`config.mk`:
```
export PLATFORM = sky130hd
export DESIGN_NAME = ext_bus_seq
export DESIGN_NICKNAME = d
export VERILOG_FILES = /design/src/rtl/ext_bus_seq.sv
export SDC_FILE = /design/constraint.sdc
export NUM_CORES = 1
export LEC_CHECK = 0
export BUFFER_PORTS_ARGS = -buffer_cell sky130_fd_sc_hd__buf_2
export CORE_ASPECT_RATIO = 1.25
export CORE_UTILIZATION = 30
export CTS_BUF_LIST = sky130_fd_sc_hd__clkbuf_16
export DETAILED_ROUTE_END_ITERATION = 10
export PLACE_DENSITY_LB_ADDON = 0.08
export SYNTH_ARGS = -nofsm -noshare
export SYNTH_HDL_FRONTEND = slang
export SYNTH_SLANG_ARGS = --single-unit
```
`constraint.sdc`:
```
create_clock -name clk -period 5.2 [get_ports clk]
set_input_delay 1.04 -clock clk [delete_from_list [all_inputs] [get_ports clk]]
set_output_delay 1.04 -clock clk [all_outputs]
set_load 0.01 [all_outputs]
```
`src/rtl/ext_bus_seq.sv`:
```
module ext_bus_seq #(
  parameter int NBANK = 4,
  parameter int AW    = 28,
  localparam int SW   = $clog2(NBANK)
) (
  input  logic             clk,
  input  logic             rst_n,
  input  logic             strap_i,
  input  logic             cfg_wr,
  input  logic [SW-1:0]    cfg_sel,
  input  logic [1:0]       cfg_code,
  input  logic             req_valid,
  input  logic             req_word,
  input  logic             req_write,
  input  logic [SW-1:0]    req_bank,
  input  logic [AW-1:0]    req_addr,
  input  logic [31:0]      req_wdata,
  output logic             ready,
  output logic             done,
  output logic [31:0]      rdata,
  output logic [AW-1:0]    ext_addr,
  output logic [31:0]      ext_wdata,
  input  logic [31:0]      ext_rdata,
  output logic             ext_rd,
  output logic             ext_wr,
  output logic [NBANK-1:0] ext_cs,
  output logic             ext_io,
  output logic             ext_attr
);

  logic [1:0]    cfg_q [NBANK];
  logic          strap_q;

  logic          busy, word_q, wr_q, io_q, attr_q;
  logic [1:0]    k_q, lg_q;
  logic [SW-1:0] bank_q;
  logic [AW-1:0] base_q;
  logic [31:0]   wd_q, rbuf_q, rnext;

  logic [1:0]    eff, lg_d, off, lane;
  logic          pc, acc, last;
  logic [AW-1:0] cur;
  logic [7:0]    byte_in;

  always_ff @(posedge clk)
    if (!rst_n) strap_q <= strap_i;

  always_ff @(posedge clk or negedge rst_n)
    if (!rst_n) begin
      for (int i = 0; i < NBANK; i++) cfg_q[i] <= 2'b00;
    end else if (cfg_wr) begin
      cfg_q[cfg_sel] <= cfg_code;
    end

  assign eff = cfg_q[req_bank] ^ {2{strap_q}};
  assign pc  = (eff == 2'b10);
  assign acc = req_valid && !busy;

  always_comb
    case (eff)
      2'b00:   lg_d = 2'd2;
      2'b01:   lg_d = 2'd1;
      2'b11:   lg_d = 2'd0;
      default: lg_d = {1'b0, req_addr[AW-2]};
    endcase

  assign off  = word_q ? (k_q << lg_q) : 2'b00;
  assign last = !word_q || (k_q == (2'b11 >> lg_q));
  assign cur  = word_q ? {base_q[AW-1:2], off} : base_q;
  assign lane = base_q[1:0] & {lg_q[1], lg_q != 2'd0};
  assign byte_in = ext_rdata[{lane, 3'b000} +: 8];

  always_comb begin
    rnext = rbuf_q;
    if (!word_q)
      rnext = {24'b0, byte_in};
    else
      case (lg_q)
        2'd0:    rnext[{off, 3'b000} +: 8]  = ext_rdata[7:0];
        2'd1:    rnext[{off, 3'b000} +: 16] = ext_rdata[15:0];
        default: rnext = ext_rdata;
      endcase
  end

  always_ff @(posedge clk or negedge rst_n)
    if (!rst_n) begin
      busy   <= 1'b0;
      done   <= 1'b0;
      word_q <= 1'b0;
      wr_q   <= 1'b0;
      io_q   <= 1'b0;
      attr_q <= 1'b0;
      k_q    <= 2'd0;
      lg_q   <= 2'd0;
      bank_q <= '0;
      base_q <= '0;
      wd_q   <= '0;
      rbuf_q <= '0;
    end else begin
      done <= 1'b0;
      if (acc) begin
        busy   <= 1'b1;
        word_q <= req_word;
        wr_q   <= req_write;
        bank_q <= req_bank;
        lg_q   <= lg_d;
        k_q    <= 2'd0;
        wd_q   <= req_wdata;
        io_q   <= pc && req_addr[AW-1];
        attr_q <= pc && (req_addr[AW-1:AW-2] == 2'b00);
        base_q <= pc ? {2'b00, req_addr[AW-3:0]} : req_addr;
      end else if (busy) begin
        k_q    <= k_q + 2'd1;
        rbuf_q <= rnext;
        if (last) begin
          busy <= 1'b0;
          done <= 1'b1;
        end
      end
    end

  assign ready     = !busy;
  assign rdata     = rbuf_q;
  assign ext_addr  = busy ? cur : '0;
  assign ext_rd    = busy && !wr_q;
  assign ext_wr    = busy && wr_q;
  assign ext_cs    = busy ? (NBANK'(1) << bank_q) : '0;
  assign ext_io    = busy && io_q;
  assign ext_attr  = busy && attr_q;
  assign ext_wdata = (busy && wr_q) ? (word_q ? (wd_q >> {off, 3'b000}) : {4{wd_q[7:0]}}) : 32'b0;

endmodule

```
==> summary.md, run 1 <==
| Metric | Value |
|---|---|
| Die H | `169 um` |
| Row cnt | `60` |
| Synth top area share | `0.418` |
| Die X | `136 um` |
| Die area | `22900 um2` |
| Syn nets | `879` |
| Hold crit path type | `reg -> reg` |
| Antenna Nets Post-Route | `0` |
| Sw frac | `0.445` |
| Seq pwr share | `0.304` |
| Met1 WL | `10.2 mm` |
| Mapped Area | `6700 um2` |
| Core area | `21700 um2` |
| Initial DRC Count | `393` |
| Status | `finished, final reports clean` |
| Inserted Clock Buffers | `17` |
| Drt drc | `0` |
| Metal2 WL | `12.0 mm` |
| DR top layer | `met5` |
| HPWL reported at the end of detailed placement | `17.6 mm` |
| CP Launch Type | `flip-flop` |
| Number of synthesized register bits | `113` |
| Final Skew | `9.40 ps` |
| Overall Global Routing Usage | `0.218` |
| Cell taking the most area after synthesis | `dfrtp_1` |
| Initial antenna violation count | `4` |
| Worst path arrival time | `3220 ps` |
| Post-synth EDFFs | `1` |
| WS Path Type | `reg -> out` |
| Max Slew Vio Count | `0` |
| Final setup TNS | `0 ps` |
| Pin count of the biggest net entering global routing | `77` |
| Comb pwr share | `0.479` |
| Final Core Density | `0.394` |
| # Post-CTS Setup Buffers | `0` |
| Ys async rst share | `0.991` |
| Yosys warning count | `0` |
| Routed WL | `24.4 mm` |
| Worst-Margin Slew | `1100 ps` |
| Number of global-route vias before repair | `6412` |
| Most frequent cell after synthesis | `nand2_1` |
| Final setup fails | `0` |
| Seq/Total Area, Yosys | `0.423` |
| Clk_lat worst skew | `410 ps` |
| Routed met3 length | `1.48 mm` |
| Clock power frac | `0.217` |
| WP data required | `4160 ps` |
| Cell count after synthesis | `769` |
| Post-route insts no fill | `1247` |
| Drt wl/cell | `19.5 um` |
| Gp weighted congestion | `0.823` |
| Via Count | `6386` |
| Final worst path period share | `0.820` |
| Psw | `2.49 mW` |
| Syn avg cell area | `8.71 um2` |
| CTS tree | `yes` |
| Distinct cells, synth | `69` |
| Top Ports | `207` |
| Starting Density | `0.309` |
| Slew Limit Headroom | `0.270` |
| Sinks on Clock Net | `113` |
| CP Capture Type | `primary output` |
| Grt total ovfl | `0` |
| Fmax | `235 MHz` |
| CTS H-Tree Depth | `4` |
| Share of cells above drive strength 1 | `0.289` |
| Most frequent cells after synthesis | `217 x nand2_1, 112 x dfrtp_1, 44 x o21ai_0` |
| Max cap viols | `0` |
| Hold Vio Cnt, Final | `0` |
| Port bufs | `206` |
| Fin crit period | `4260 ps` |
| Power Internal | `3.10 mW` |
| RSZ-0062 raised after global routing | `false` |
| CTS root buf | `clkbuf_16` |
| Area contributors post-synth | `dfrtp_1 42%, nand2_1 12%, o21ai_0 3.3%` |
| Max IR drop VDD | `0.000248 V` |
| Dominant synthesized flop cell | `dfrtp_1` |
| First-pass DRT Iterations | `4` |
| Clock Pin Slew Worst Setup and Hold Paths | `60 ps` |
| NumNets Final | `1063` |
| Area grow syn2layout | `27.6%` |
| PwrDens | `654 nW/um2` |
| Leakage dissipation | `4.21 nW` |
| Post-CTS Resized | `0` |
| Vias per cell | `5.12` |
| First-pass GRT wire length | `37.6 mm` |
| Placed cells | `1213` |
| Largest buffer count on any clock path | `2` |
| Hold buffer count at cts | `0` |
| CP max FO | `24` |
==> layout by cell type (no fill, tap or decap), drive strengths merged, types with 9 or more instances in the layout <==
master / instances
nand2: 217
buf: 217
dfrtp: 112
o21ai: 47
a21oi: 41
and2: 30
nor2: 29
nand3: 24
a211oi: 21
inv: 20
clkbuf: 17
mux2i: 12
a21o: 11
nor2b: 11
nand2b: 10
mux2: 10
mux4: 10
a31oi: 9
o31ai: 9
==> critical path: stages (launching register included) <==
cell,delay [ps]
dfrtp_1,920
inv_1,680
nand3_2,340
inv_1,340
a211oi_1,340
buf_2,180
==> metal layers <==
metal | global-route usage | up-vias
li1 | - | 3088
met1 | 0.270 | 3047
met2 | 0.360 | 204
met3 | 0.0542 | 43
met4 | 0.0870 | 4
met5 | 0 | -
==> through the flow <==
stage          hold slack, ps  instance area (um2)  worst slack [ps]  total power, mW
4_1_cts                   470                 8540               917             5.65
5_1_grt                   497                 8540               751             6.02
6_report                  466                 8540               938             5.59
3_5_place_dp              455                 7940              1300             4.40
2_1_floorplan             438                 6700              2620             3.41
3_3_place_gp              452                 7940              1320             4.41
==> worst paths after layout <==
check                                        from                      to  slack [ps]  cells after the start
max in group asynchronous                   rst_n          busy$_DFF_PN0_        3760                      2
setup / recovery              lg_q[1]$_DFFE_PN0P_            ext_wdata[0]         940                      5
hold reg to reg            base_q[23]$_DFFE_PN0P_  base_q[23]$_DFFE_PN0P_         470                      2
hold / removal             base_q[23]$_DFFE_PN0P_  base_q[23]$_DFFE_PN0P_         470                      2
min in group asynchronous                   rst_n   rdata[20]$_DFFE_PN0P_         600                      1
setup reg to reg              lg_q[1]$_DFFE_PN0P_   rdata[25]$_DFFE_PN0P_        1260                      8
==> cell families after synthesis <==
kind of cell	synth area share
XOR/XNOR	0.00392
AND/OR/NAND/NOR	0.242
multiplexers	0.0747
adder cells (fa/ha/maj)	0.00934
AO/OA/AOI/OAI	0.199
buffers and inverters	0.0482
flip-flops	0.423
==> area by class of cell <==
| class | count | area [um2] |
|---|---|---|
| fill | 2280 | 13200 |
| multi-input combinational | 587 | 3560 |
| sequential | 113 | 2830 |
| timing repair buffer | 217 | 1130 |
| clock buffer | 17 | 425 |
| tap | 279 | 349 |
| clock inverter | 15 | 176 |
| inverter | 17 | 66.3 |
| antenna | 2 | 5.00 |
==> registers in the layout (all words and copies together) (netlist names), 2 cells and up <==
name	flops
lg_q	2
cfg_q	8
base_q	28
k_q	2
bank_q	2
wd_q	32
rdata	32
==> power groups by stage <==
stage,Combinational (mW),Clock [mW],Sequential (mW)
after floorplan,1.85,0,1.56
after global placement,2.69,0,1.72
after detailed placement,2.69,0,1.71
after CTS,2.70,1.25,1.71
after global routing,2.96,1.28,1.77
final,2.68,1.21,1.70
Power figures use the tool's default switching activity.
==> run 2, diff against run 1 <==
- clock period: 5.2 -> 3.7 ns (I/O delays scaled with it)
==> summary.md, run 2 (synthesized netlist as in run 1, its figures left out) <==
| Metric | Value |
|---|---|
| Pin count of the biggest net entering global routing | `54` |
| Worst r2r path cells | `8` |
| Fin crit period | `3310 ps` |
| Drt drc | `0` |
| Post-CTS Resized | `0` |
| Final Skew | `7.05 ps` |
| # Post-CTS Setup Buffers | `0` |
| NumNets Final | `1069` |
| Vias per cell | `5.20` |
| Top Ports | `207` |
| Grt total ovfl | `0` |
| Max IR drop VDD | `0.000408 V` |
| Leakage dissipation | `4.19 nW` |
| CP Capture Type | `primary output` |
| Final Core Density | `0.393` |
| Metal2 WL | `12.0 mm` |
| Final Power | `7.72 mW` |
| PwrDens | `904 nW/um2` |
| Worst-Margin Slew | `880 ps` |
| First-pass GRT wire length | `37.0 mm` |
| Row cnt | `60` |
| Sinks on Clock Net | `113` |
| WS Path Type | `reg -> out` |
| CTS H-Tree Depth | `4` |
| Hold Vio Cnt, Final | `0` |
| Antenna Nets Post-Route | `0` |
| Initial antenna violation count | `5` |
| Slew Limit Headroom | `0.411` |
| Overall Global Routing Usage | `0.215` |
| Reg-to-reg endpoint | `rdata[25]$_DFFE_PN0P_` |
| WP data required | `2960 ps` |
| Final setup fails | `0` |
| Largest buffer count on any clock path | `2` |
| DR top layer | `met5` |
| Routed WL | `24.4 mm` |
| Core area | `21700 um2` |
| Final setup TNS | `0 ps` |
| Die area | `22900 um2` |
| Met1 WL | `9.96 mm` |
| CP max FO | `17` |
| Via Count | `6516` |
| First-pass DRT Iterations | `5` |
| Routed met3 length | `1.74 mm` |
| Drt wl/cell | `19.5 um` |
| Starting Density | `0.309` |
| Clock Pin Slew Worst Setup and Hold Paths | `60 ps` |
| Number of global-route vias before repair | `6426` |
| Most frequent cells in the layout | `216 x nand2_1, 205 x buf_2, 111 x dfrtp_1, 44 x o21ai_0, 40 x a21oi_1` |
| CTS tree | `yes` |
| Clk_lat worst skew | `420 ps` |
| CP Launch Type | `flip-flop` |
| Worst path arrival time | `2570 ps` |
| Share of cells above drive strength 1 | `0.294` |
| Max cap viols | `0` |
| Max Slew Vio Count | `0` |
| CTS root buf | `clkbuf_16` |
| Gp weighted congestion | `0.837` |
| Fmax | `302 MHz` |
| Die H | `169 um` |
| Die X | `136 um` |
| Reg-to-Reg Start | `lg_q[0]$_DFFE_PN0P_` |
| Final worst path period share | `0.895` |
| Initial DRC Count | `369` |
| Hold crit path type | `in -> async` |
| Flop2flop setup slack | `540 ps` |
| Status | `finished, final reports clean` |
| Inserted Clock Buffers | `17` |
| Area grow syn2layout | `27.4%` |
| Commonest non-fill, non-tap cell in the layout | `nand2_1` |
| Hold buffer count at cts | `0` |
| RSZ-0062 raised after global routing | `false` |
| HPWL reported at the end of detailed placement | `17.7 mm` |
| Port bufs | `206` |
## run 2: changes by cell type in the layout (fill, tap and decap cells not counted)
| cell | delta |
|---|---|
| buf_4 | +6 |
| bufinv_16 | -3 |
| clkinv_1 | +2 |
| clkinv_2 | -2 |
| clkinv_4 | +3 |
| clkinvlp_4 | +3 |
| inv_1 | -3 |
## run 2: worst max-delay path: stages (launching register included)
cell and delay (ps):
dfrtp_1 530, mux2_2 500, nand3_2 180, inv_1 320, a211oi_1 420, buf_2 200
## run 2: per-layer routing
metal  global-route usage  vias to the layer above
met5                    0                        -
met4               0.0933                        4
met3               0.0536                       43
met2                0.358                      238
met1                0.259                     3127
li1                     -                     3104
## run 2: final cells by class
type,count,area (um2)
inverters,17,66.3
flip-flops and latches,113,2830
diodes,2,5.00
well taps,279,349
fillers,2294,13200
multi-input cells,587,3560
clock inverters,15,121
repair buffers,223,1170
clock buffers,17,425
## run 2: per-stage QoR
| stage | instances | instance area (um2) | hold slack (ps) | setup WS, ps |
|---|---|---|---|---|
| CTS | 1251 | 8530 | 216 | 394 |
| detailed placement | 1219 | 7980 | 455 | 583 |
| finish | 1253 | 8530 | 213 | 389 |
| global route | 1252 | 8530 | 232 | 265 |
| global placement | 1219 | 7980 | 451 | 624 |
| floorplan | 769 | 6700 | 438 | 1340 |
## run 2: power by group
group          total [mW]  switching (mW)  internal, mW  leakage (nW)
Sequential           2.32           0.513          1.80          1.42
Clock                1.53           0.618         0.912         0.257
Combinational        3.87            2.39          1.48          2.51
## run 2: how the worst max path moves through the flow
stage	from	slack, ps	to	depth (start not counted)
after floorplan	lg_q[0]$_DFFE_PN0P_	1340	rdata[31]$_DFFE_PN0P_	9
after CTS	lg_q[0]$_DFFE_PN0P_	390	ext_wdata[0]	5
after global routing	lg_q[0]$_DFFE_PN0P_	260	rdata[31]$_DFFE_PN0P_	8
after global placement	lg_q[0]$_DFFE_PN0P_	620	rdata[31]$_DFFE_PN0P_	8
after detailed placement	lg_q[0]$_DFFE_PN0P_	580	rdata[24]$_DFFE_PN0P_	8
final	lg_q[0]$_DFFE_PN0P_	390	ext_wdata[0]	5
